**src/rtl/fsu_pkg.sv**
```systemverilog
package fsu_pkg;
  localparam int FLAG_W  = 5;
  localparam int WORD_W  = 16;
  localparam int SUP_POS = 13;
  localparam int SEL_W   = 4;

  typedef enum logic [1:0] {
    OP_AND  = 2'd0,
    OP_OR   = 2'd1,
    OP_XOR  = 2'd2,
    OP_LOAD = 2'd3
  } imm_op_e;

  function automatic logic [WORD_W-1:0] apply_op(imm_op_e op,
                                                 logic [WORD_W-1:0] cur,
                                                 logic [WORD_W-1:0] opnd);
    logic [WORD_W-1:0] r;
    unique case (op)
      OP_AND:  r = cur & opnd;
      OP_OR:   r = cur | opnd;
      OP_XOR:  r = cur ^ opnd;
      default: r = opnd;
    endcase
    return r;
  endfunction
endpackage

```
**src/rtl/fsu_rst_sync.sv**
```systemverilog
module fsu_rst_sync #(
  parameter int STAGES = 2
) (
  input  logic clk,
  input  logic rst_n,
  output logic rst_n_sync
);
  logic [STAGES-1:0] chain_q;

  always_ff @(posedge clk or negedge rst_n) begin
    if (!rst_n) chain_q <= '0;
    else        chain_q <= {chain_q[STAGES-2:0], 1'b1};
  end

  assign rst_n_sync = chain_q[STAGES-1];
endmodule

```
**src/rtl/fsu_cond_eval.sv**
```systemverilog
module fsu_cond_eval
  import fsu_pkg::*;
(
  input  logic [SEL_W-1:0]  code,
  input  logic [FLAG_W-1:0] flags,
  output logic              hit
);
  logic c, v, z, n, base;

  assign c = flags[0];
  assign v = flags[1];
  assign z = flags[2];
  assign n = flags[3];

  // Even codes carry the base test; odd codes are its complement.
  always_comb begin
    unique case (code[SEL_W-1:1])
      3'd0:    base = 1'b1;
      3'd1:    base = ~c & ~z;
      3'd2:    base = ~c;
      3'd3:    base = ~z;
      3'd4:    base = ~v;
      3'd5:    base = ~n;
      3'd6:    base = ~(n ^ v);
      default: base = ~(n ^ v) & ~z;
    endcase
  end

  assign hit = base ^ code[0];
endmodule

```
**src/rtl/fsu_next.sv**
```systemverilog
module fsu_next
  import fsu_pkg::*;
(
  input  logic [FLAG_W-1:0] flags_q,
  input  logic              sup_q,
  input  logic              alu_we,
  input  logic [FLAG_W-1:0] alu_flags,
  input  logic              imm_valid,
  input  imm_op_e           imm_op,
  input  logic              imm_to_sr,
  input  logic [WORD_W-1:0] imm_data,
  output logic [FLAG_W-1:0] flags_d,
  output logic              flags_en,
  output logic              sup_d,
  output logic              sup_en
);
  logic [WORD_W-1:0] cur_word;
  logic [WORD_W-1:0] op_res;

  always_comb begin
    cur_word          = '0;
    cur_word[FLAG_W-1:0] = flags_q;
    cur_word[SUP_POS] = sup_q;
  end

  assign op_res = apply_op(imm_op, cur_word, imm_data);

  always_comb begin
    flags_d  = flags_q;
    flags_en = 1'b0;
    sup_d    = sup_q;
    sup_en   = 1'b0;
    if (imm_valid) begin
      if (!imm_to_sr) begin
        flags_d  = op_res[FLAG_W-1:0];
        flags_en = 1'b1;
      end else if (sup_q) begin
        flags_d  = op_res[FLAG_W-1:0];
        flags_en = 1'b1;
        sup_d    = op_res[SUP_POS];
        sup_en   = 1'b1;
      end
    end else if (alu_we) begin
      flags_d  = alu_flags;
      flags_en = 1'b1;
    end
  end
endmodule

```
**src/rtl/flag_status_unit.sv**
```systemverilog
module flag_status_unit
  import fsu_pkg::*;
#(
  parameter int RST_STAGES = 2
) (
  input  logic              clk,
  input  logic              rst_n,
  input  logic [SEL_W-1:0]  cond_sel,
  output logic              cond_true,
  input  logic              alu_we,
  input  logic [FLAG_W-1:0] alu_flags,
  input  logic              imm_valid,
  input  logic [1:0]        imm_op,
  input  logic              imm_to_sr,
  input  logic [WORD_W-1:0] imm_data,
  output logic [WORD_W-1:0] status_word,
  output logic [7:0]        cond_byte
);
  logic              rst_n_int;
  logic [FLAG_W-1:0] flags_q, flags_d;
  logic              flags_en;
  logic              sup_q, sup_d, sup_en;

  fsu_rst_sync #(.STAGES(RST_STAGES)) u_rst (
    .clk        (clk),
    .rst_n      (rst_n),
    .rst_n_sync (rst_n_int)
  );

  fsu_next u_next (
    .flags_q   (flags_q),
    .sup_q     (sup_q),
    .alu_we    (alu_we),
    .alu_flags (alu_flags),
    .imm_valid (imm_valid),
    .imm_op    (imm_op_e'(imm_op)),
    .imm_to_sr (imm_to_sr),
    .imm_data  (imm_data),
    .flags_d   (flags_d),
    .flags_en  (flags_en),
    .sup_d     (sup_d),
    .sup_en    (sup_en)
  );

  always_ff @(posedge clk or negedge rst_n_int) begin
    if (!rst_n_int)    flags_q <= '0;
    else if (flags_en) flags_q <= flags_d;
  end

  always_ff @(posedge clk or negedge rst_n_int) begin
    if (!rst_n_int)  sup_q <= 1'b1;
    else if (sup_en) sup_q <= sup_d;
  end

  fsu_cond_eval u_cond (
    .code  (cond_sel),
    .flags (flags_q),
    .hit   (cond_true)
  );

  always_comb begin
    status_word                = '0;
    status_word[FLAG_W-1:0]    = flags_q;
    status_word[SUP_POS]       = sup_q;
  end

  assign cond_byte = status_word[7:0];
endmodule

```
**config.mk**
```make
export PLATFORM = sky130hd
export DESIGN_NAME = flag_status_unit
export DESIGN_NICKNAME = d
export VERILOG_FILES = /design/src/rtl/fsu_pkg.sv /design/src/rtl/fsu_rst_sync.sv /design/src/rtl/fsu_cond_eval.sv /design/src/rtl/fsu_next.sv /design/src/rtl/flag_status_unit.sv
export SDC_FILE = /design/constraint.sdc
export NUM_CORES = 1
export LEC_CHECK = 0
export ABC_AREA = 1
export BUFFER_PORTS_ARGS = -buffer_cell sky130_fd_sc_hd__buf_4
export CAP_MARGIN = 40
export CORE_MARGIN = 2
export CORE_UTILIZATION = 35
export DETAILED_ROUTE_END_ITERATION = 6
export PLACE_DENSITY_LB_ADDON = 0.12
export SKIP_LAST_GASP = 1
export SLEW_MARGIN = 20
export SYNTH_ARGS = -nofsm -noshare
export SYNTH_HDL_FRONTEND = slang
export SYNTH_SLANG_ARGS = --single-unit
```
**constraint.sdc**
```tcl
create_clock -name clk -period 1.1 [get_ports clk]
set_input_delay 0.165 -clock clk [delete_from_list [all_inputs] [get_ports clk]]
set_output_delay 0.165 -clock clk [all_outputs]
set_load 0.005 [all_outputs]
```
Word level (Yosys, flattened, before mapping)
Cells that the tools add are included.

Bits in registers: 8. Bits of input ports: 32. Output and inout bits: 25. Logic and storage cells: 42.

Equality and inequality tests: 9. Mux-type cells: 13. Bitwise gates (word level): 12. Reductions and logical operators: 5.

Operators with widths (number): 14-bit case mux with 3 select lines (1); 5-bit 2-to-1 mux (4); 14-bit AND (1); 14-bit bitwise OR (1); 14-bit XOR (1); 3-bit equality test, second input constant (3); 1-bit 2-to-1 mux (7); 1-bit case mux with 7 select lines (1); 3-bit by 2-bit equality test with 1-bit output, second input constant (2); 3-bit AND reduction (2); 1-bit NOT (5); 3-bit by 1-bit equality test with 1-bit output, second input constant (1); 3-bit zero test (1); 3-bit by 2-bit inequality test with 1-bit output, second input constant (1); 1-bit AND (2); 2-bit by 1-bit equality test with 1-bit output, second input constant (1); 2-bit equality test, second input constant (1); 2-bit zero test (1); 2-bit nonzero test (1); 1-bit XOR (2).

Longest topological paths before layout
Gate-level depths: netlist of run 1.

Depth after elaboration: 5. Depth in mapped cells: 8. Gate-level depth less buffers: 8.

Cells and area by module
From an unflattened synthesis of run 1, not the netlist that was laid out.

Cell total of the unflattened synthesis: 171. Area total of the unflattened synthesis: 1096.1 µm².

Modules (own cells, without submodules): fsu_next (instances 1, cells an instance 97, area an instance 563.0 µm², sequential area each 0.0 µm²); flag_status_unit (instances 1, cells an instance 46, area an instance 372.9 µm², sequential area each 151.4 µm²); fsu_cond_eval (instances 1, cells an instance 25, area an instance 106.4 µm², sequential area each 0.0 µm²); fsu_rst_sync (instances 1, cells an instance 3, area an instance 53.8 µm², sequential area each 50.0 µm²).

Least setup slack after synthesis of run 1
No wires, ideal clock.

Path kind: register to register. From: register flags_q[1]. To: register flags_q[1]. Library setup time: 0.121 ns. Arrival: 1.070 ns. Required time: 0.979 ns. Path slack: -0.091 ns. Stages on the path, launching flop included: 7. Buffers on the path: 0. Clock period less this slack: 1.191 ns. Cells stage by stage: dfrtp_1 > inv_1 > ha_1 > o21ai_0 > nand3_1 > nand2_1 > a21oi_1.

Word-level cells in the longest chain between the ends: 5. Elaborated cells on any way between the ends: 7. Those cells by class: mux (4); bitwise (3).

RTL lines: from (decl) (line flag_status_unit.sv:20) `logic [FLAG_W-1:0] flags_q, flags_d;`; from (signal assigned) (line flag_status_unit.sv:47) `else if (flags_en) flags_q <= flags_d;`; 14-bit XOR, or another cell as far along (line fsu_pkg.sv:21) `OP_XOR: r = cur ^ opnd;`; 14-bit case mux with 3 select lines * (line fsu_pkg.sv:18) `unique case (op)`; 5-bit 2-to-1 mux (line fsu_next.sv:37) `end else if (sup_q) begin`; 5-bit 2-to-1 mux * (line fsu_next.sv:34) `if (!imm_to_sr) begin`; 5-bit 2-to-1 mux * (line fsu_next.sv:33) `if (imm_valid) begin`.

Mark *: on every way between the ends. The rest lies on a longest branch, timed or not. The select of a mux whose other input is x is not followed. A chain may end at the register's enable or synchronous reset.

Worst setup path in the final report of run 1
From: register flags_q[1]. To: output cond_true.

Word-level cells in the longest chain between the ends: 5. Elaborated cells on any way between the ends: 6. Those cells by class: mux (1); bitwise (5).

RTL lines: 1-bit XOR (line fsu_cond_eval.sv:24, fsu_cond_eval.sv:25); 1-bit NOT (line fsu_cond_eval.sv:24, fsu_cond_eval.sv:25); 1-bit AND (line fsu_cond_eval.sv:25) `default: base = ~(n ^ v) & ~z;`; 1-bit case mux with 7 select lines * (line fsu_cond_eval.sv:17) `unique case (code[SEL_W-1:1])`; 1-bit XOR * (line fsu_cond_eval.sv:29) `assign hit = base ^ code[0];`; to (decl) (line flag_status_unit.sv:9) `output logic cond_true,`.

Mark *: on every way between the ends. The rest lies on a longest branch, timed or not.

==> results of run 1 <==
==> layout make-up <==
| cell class | instances | area share (%) |
|---|---|---|
| tap | 31 | 2.72 |
| timing repair buffer | 45 | 27.3 |
| multi-input combinational | 113 | 45.9 |
| inverter | 30 | 8.15 |
| clock buffer | 4 | 1.84 |
| sequential | 8 | 14.1 |
==> registers in the layout, indices dropped and copies added (netlist names) <==
name           count
flags_q            5
u_rst.chain_q      2
sup_q              1
==> per-layer routing <==
metal / GRT usage [%] / vias up / part of all wire (%)
met2: 22.7 / 30 / 47
met3: 0.670 / 2 / 4.4
met4: 5.32 / 0 / 1.0
met1: 19.9 / 434 / 48
li1: - / 531 / -
met5: 0 / - / 0
==> logic make-up after synthesis <==
group	after synthesis	synth area share (%)
simple gates	72	30.5
buf+inv	50	25.8
flops	8	19.9
compound gates	15	8.27
other cells	2	0.741
fa+ha+maj	12	14.8
==> critical path, stage by stage, from the launching register on <==
cell and delay [ps]:
dfrtp_1 420, or2_0 210, nand3_1 70, nand2_1 70, nand2_1 70, nand2_1 50, nand2_1 60, buf_6 90
==> Yosys cell counts, drive strengths merged <==
master  number  area [µm²]
nand2       34         130
inv         29         109
nor2        26         103
buf         20         148
ha          12         150
nand3       11        70.1
a21oi       10        50.1
dfrtp        7         175
o21ai        3        18.8
conb         2        7.51
o211ai       2        15.0
clkinv       1        5.00
dfstp        1        26.3
or2          1        6.26
==> path summary, 6_finish.rpt <==
path	to	slack, ps	cells after the start
setup / recovery	cond_true	-350	7
hold / removal	flags_q[1]	100	0
setup reg to reg	flags_q[1]	-260	8
hold reg to reg	flags_q[1]	100	0
max in group asynchronous	sup_q	740	0
min in group clk	flags_q[4]	280	4
==> power groups by stage <==
stage                     Clock, µW  Sequential [µW]  Combinational (µW)
after floorplan                   0              384                 329
after global placement            0              370                 564
after detailed placement          0              372                 577
after CTS                       245              369                 616
after global routing            265              379                 777
final                           234              372                 690
==> timing repair <==
action	CTS	global route
pin swaps	8	8
gates resized for setup	9	18
cloned	0	0
buffers inserted	2	2
setup endpoints to repair	14	18
hold buffers	1	0
endpoints found under the hold margin	2	0
==> stage by stage <==
step,util [%],worst slack (ps),instances
floorplan,-,-46.4,171
global placement,45.8,-117,222
detailed placement,45.8,-113,222
CTS,48.9,-345,229
global route,51.8,-473,231
finish,51.8,-348,231
==> out/results.ini, run 1 <==
[worst_setup_path]
end_kind=output pin
arrival_ps=1280
path_max_fanout=4
setup.worst_path.start_class=flip-flop
crit_required_ps=940
critPathKind=flip-flop to output pin
critPathLaunch=flags_q[1]
r2r_start=flags_q[1]

[clock_tree]
insertion_delay_ps=250
cts.path.max_buffers=2
cts_buffers=3
clkTransAtPathRegs_ps=50
cts_max_level=1
cts.sinks=8
root_buffer=clkbuf_4
cts_tree=done

[power_and_ir_drop]
leakage_uw=0.000823
p_int_uw=841
pwr-share-comb_pct=53.2
seqPwrFrac_pct=28.7
power_uw=1300
switching_share_pct=35.1
switching_power_uw=455
powerDensity_nw_per_um2=908
clkPwrFrac_pct=18.1
vdd_drop_max_uv=702

[final_layout]
diodes=0
seqCellArea_um2=201
final_area_um2=1430
fill_cells=293
area_delta_synth_final_pct=40.9
mostFrequentLayoutCells=buf_4 (31), nand2_1 (29), nor2_1 (24)
final_nets=245
final_common_cell=buf_4
multi_input_area_um2=656
drive_gt1_share_pct=36.0

[detailed_routing]
drt-initial-drc-count=4
routed_wl_um=2300
wl_per_cell_um=9.95
ant_nets=0
vias=997
drc_errors=0
viasPerCell=4.32
dr.pass1.iters=4

[run]
maxCapViolations=0

[place]
hpwl_um=1890
postPlaceCellArea_um2=1260
io_buffers=33
place.gp.congestion=0.774

[min_path]
hp-class=flip-flop to asynchronous set/reset pin

[synthesis]
synth_cell_types=20
syn_area_um2=1010
ys_ff_latch=8
synthCells=159
syn_area_per_cell_um2=6.37
synth_warnings=0
yosysSeqAreaShare_pct=19.9

[timing]
rsz0062_at_grt=yes
slew_violations=0
hold_ws_ps=95.4
fmax_mhz=691
setup_ws_ps=-348
finalSetupViolCount=12
hold_violations=0
min_period_ps=1450
final.setup.tns_ps=-1620
finalCritPeriodShare_pct=132
finClkSkew_ps=0.981

[grt]
grt_pass1_vias=882
grtUsageTotal_pct=14.1
grt_max_degree=10
grt_pass1_wl_um=3740
antenna_found_initial=0
grt-ovfl-total=0

[floorplanning]
chipWidth_um=57.8
die_area_um2=3340
io_pins=57
rows=19
dieHeight_um=57.8
initial_utilization_pct=36.8
core_um2=2760

[status]
violations=negative setup slack
outcome=finished, violations left

(Power assumes the default switching activity.)
==> run 2: changes to the inputs <==
--- a/config.mk
+++ b/config.mk
@@ -8,10 +8,12 @@
 export ABC_AREA = 1
 export BUFFER_PORTS_ARGS = -buffer_cell sky130_fd_sc_hd__buf_4
 export CAP_MARGIN = 40
+export CELL_PAD_IN_SITES_DETAIL_PLACEMENT = 0
+export CELL_PAD_IN_SITES_GLOBAL_PLACEMENT = 1
 export CORE_MARGIN = 2
-export CORE_UTILIZATION = 35
+export CORE_UTILIZATION = 26
 export DETAILED_ROUTE_END_ITERATION = 6
-export PLACE_DENSITY_LB_ADDON = 0.12
+export PLACE_DENSITY_LB_ADDON = 0.1
 export SKIP_LAST_GASP = 1
 export SLEW_MARGIN = 20
 export SYNTH_ARGS = -nofsm -noshare
==> run 2 against run 1 <==
Effect of this change: register-to-register slack gained 110 ps; design area shrank 0.70%; global-route usage shrank 2.3 points; largest power group unchanged; wire length grew 4.3%; final cell count grew 7.4%; largest cell class unchanged; the flow still finishes with violations (negative setup slack); worst hold slack lost 4.1 ps; first-iteration DRC count grew to 7.5 times the previous value; via count shrank 1.5%; flip-flop and latch count is the same.
==> out/results.ini, run 2 (synthesis gave the netlist of run 1 again) <==
[status]
outcome=finished, violations left  ; unchanged
violations=negative setup slack  ; unchanged

[worst_setup_path]
worstPathCellList=or2_0 > nand3_1 > nand2_1 > nand3_1 > nand2_1 > buf_4  ; was or2_0 > nand3_1 > nand2_1 > nand2_1 > nand2_1 > nand2_1 > buf_6
rr_endpoint=flags_q[1]  ; unchanged
critical_path.max_stage_delay_ps=430  ; was 420 ps
critPathKind=flip-flop to output pin  ; unchanged
reg2reg_slack_ps=-150  ; was -260 ps
cp_num_buf_inv=1  ; unchanged
r2r_start=flags_q[1]  ; unchanged
cpLargestDelayFamily=simple AND/OR/NAND/NOR gates  ; unchanged
arrival_ps=1270  ; was 1280 ps
crit_cells=6  ; was 7
path_max_fanout=5  ; was 4
reg2regPathDepth=7  ; was 8
end_kind=output pin  ; unchanged
setup.worst_path.start_class=flip-flop  ; unchanged
cp_slowest_cell=dfrtp_2  ; was dfrtp_1
crit_required_ps=940  ; about the same

[floorplanning]
chipWidth_um=66.4  ; was 57.8 µm
core_um2=3720  ; was 2760 µm²
dieHeight_um=66.4  ; was 57.8 µm
rows=22  ; was 19
io_pins=57  ; unchanged
die_area_um2=4410  ; was 3340 µm²
initial_utilization_pct=27.3  ; was 36.8%

[power_and_ir_drop]
power_uw=1370  ; was 1300 µW
switching_share_pct=32.6  ; was 35.1%
powerDensity_nw_per_um2=968  ; was 908 nW/µm²
leakage_uw=0.000809  ; was 0.000823 µW
clkPwrFrac_pct=26.1  ; was 18.1%
vdd_drop_max_uv=717  ; was 702 µV
p_int_uw=925  ; was 841 µW
pwr-share-comb_pct=47.0  ; was 53.2%
switching_power_uw=447  ; was 455 µW
seqPwrFrac_pct=26.9  ; was 28.7%

[final_layout]
final_common_cell=buf_4  ; unchanged
largest_reg_flops=5  ; unchanged
final_nets=245  ; unchanged
reg.largest.list=flags_q: 5 flops, u_rst.chain_q: 2 flops, sup_q: 1 flops  ; unchanged
area_delta_synth_final_pct=39.9  ; was 40.9%
fill_cells=410  ; was 293
final_area_um2=1420  ; was 1430 µm²
mostFrequentLayoutCells=buf_4 (39), nand2_1 (29), nor2_1 (24)  ; was buf_4 (31), nand2_1 (29), nor2_1 (24)
multi_input_area_um2=637  ; was 656 µm²
drive_gt1_share_pct=35.5  ; was 36.0%
seqCellArea_um2=203  ; was 201 µm²
regMostFlops=flags_q  ; unchanged
diodes=0  ; unchanged
postLayoutCoreUtil_pct=38.1  ; was 51.8%

[detailed_routing]
viasPerCell=3.96  ; was 4.32
dr.pass1.iters=4  ; unchanged
drt-initial-drc-count=30  ; was 4
routed_wl_um=2400  ; was 2300 µm
ant_nets=0  ; unchanged
vias=982  ; was 997
drc_errors=0  ; unchanged
wl_per_cell_um=9.66  ; was 9.95 µm

[timing]
rsz0062_at_grt=yes  ; unchanged
hold_violations=0  ; unchanged
finClkSkew_ps=1.48  ; was 0.981 ps
finalCritPeriodShare_pct=130  ; was 132%
hold_ws_ps=91.3  ; was 95.4 ps
final.setup.tns_ps=-1280  ; was -1620 ps
setup_ws_ps=-332  ; was -348 ps
min_period_ps=1430  ; was 1450 ps
slew_violations=0  ; unchanged
fmax_mhz=698  ; was 691 MHz
finalSetupViolCount=13  ; was 12

[place]
postPlaceCellArea_um2=1280  ; was 1260 µm²
place.gp.congestion=0.758  ; was 0.774
hpwl_um=2010  ; was 1890 µm
io_buffers=33  ; unchanged

[grt]
grt_pass1_wl_um=3950  ; was 3740 µm
grt_max_degree=10  ; unchanged
antenna_found_initial=0  ; unchanged
grt_pass1_vias=930  ; was 882
grt-ovfl-total=0  ; unchanged
grtUsageTotal_pct=11.8  ; was 14.1%

[clock_tree]
cts_max_level=1  ; unchanged
root_buffer=clkbuf_8  ; was clkbuf_4
cts_tree=done  ; unchanged
insertion_delay_ps=220  ; was 250 ps
clkTransAtPathRegs_ps=40  ; was 50 ps
cts.sinks=8  ; unchanged
cts.path.max_buffers=2  ; unchanged
cts_buffers=3  ; unchanged

[min_path]
hp-class=flip-flop to asynchronous set/reset pin  ; unchanged

[run]
maxCapViolations=0  ; unchanged

run 2: cell count changes in the layout (fill, tap and decap cells not counted), moves of 2 or more:
| cell | before | now |
|---|---|---|
| buf_6 | 13 | 5 |
| buf_4 | 31 | 39 |
| clkbuf_8 | 0 | 3 |
| nand3_1 | 5 | 7 |
| clkbuf_4 | 3 | 0 |
run 2: routing by layer:
metal	global-route usage, %	wire length [µm]	part of all wire [%]
met4	3.83	9	0.38
met3	1.19	111	4.6
met2	19.9	1160	48
met1	15.5	1110	46
met5	0	0	0
run 2: through the flow:
step,cells,worst slack [ps]
floorplan,171,-46.4
global placement,239,-153
detailed placement,239,-172
CTS,246,-354
global route,248,-433
finish,248,-332
run 2: worst max-delay path by stage:
stage | from | end | slack (ps)
floorplan | sup_q | sup_q | -50
global placement | flags_q[1] | flags_q[1] | -150
detailed placement | flags_q[1] | flags_q[1] | -170
CTS | flags_q[1] | cond_true | -350
global route | flags_q[1] | cond_true | -430
finish | flags_q[1] | cond_true | -330
run 2: cell type report:
type	instances	share of cell area (%)
clock buffers	4	3.18
inverters	30	8.03
multi-input cells	113	44.9
flip-flops and latches	8	14.3
well taps	48	4.24
repair buffers	45	25.3
run 2: repair_timing:
action	CTS	global route
resized for setup	10	6
buffers inserted	2	2
endpoints found under the hold margin	2	0
endpoints found under the setup margin	12	12
hold buffers	1	0
pin swaps	6	2
run 2: worst reg2reg max path, cell delays in order (launching register included):
cell     delay (ps)
dfrtp_2         430
buf_4           140
buf_6           110
ha_1            170
nand2_1          60
nand3_1          70
nand2_1          90
a21oi_1          70
run 2: power groups by stage:
stage / Clock [µW] / Sequential (µW) / Combinational (µW)
detailed placement: 0 / 373 / 579
finish: 358 / 370 / 645
floorplan: 0 / 384 / 329
global route: 391 / 376 / 737
CTS: 375 / 374 / 621
global placement: 0 / 374 / 574
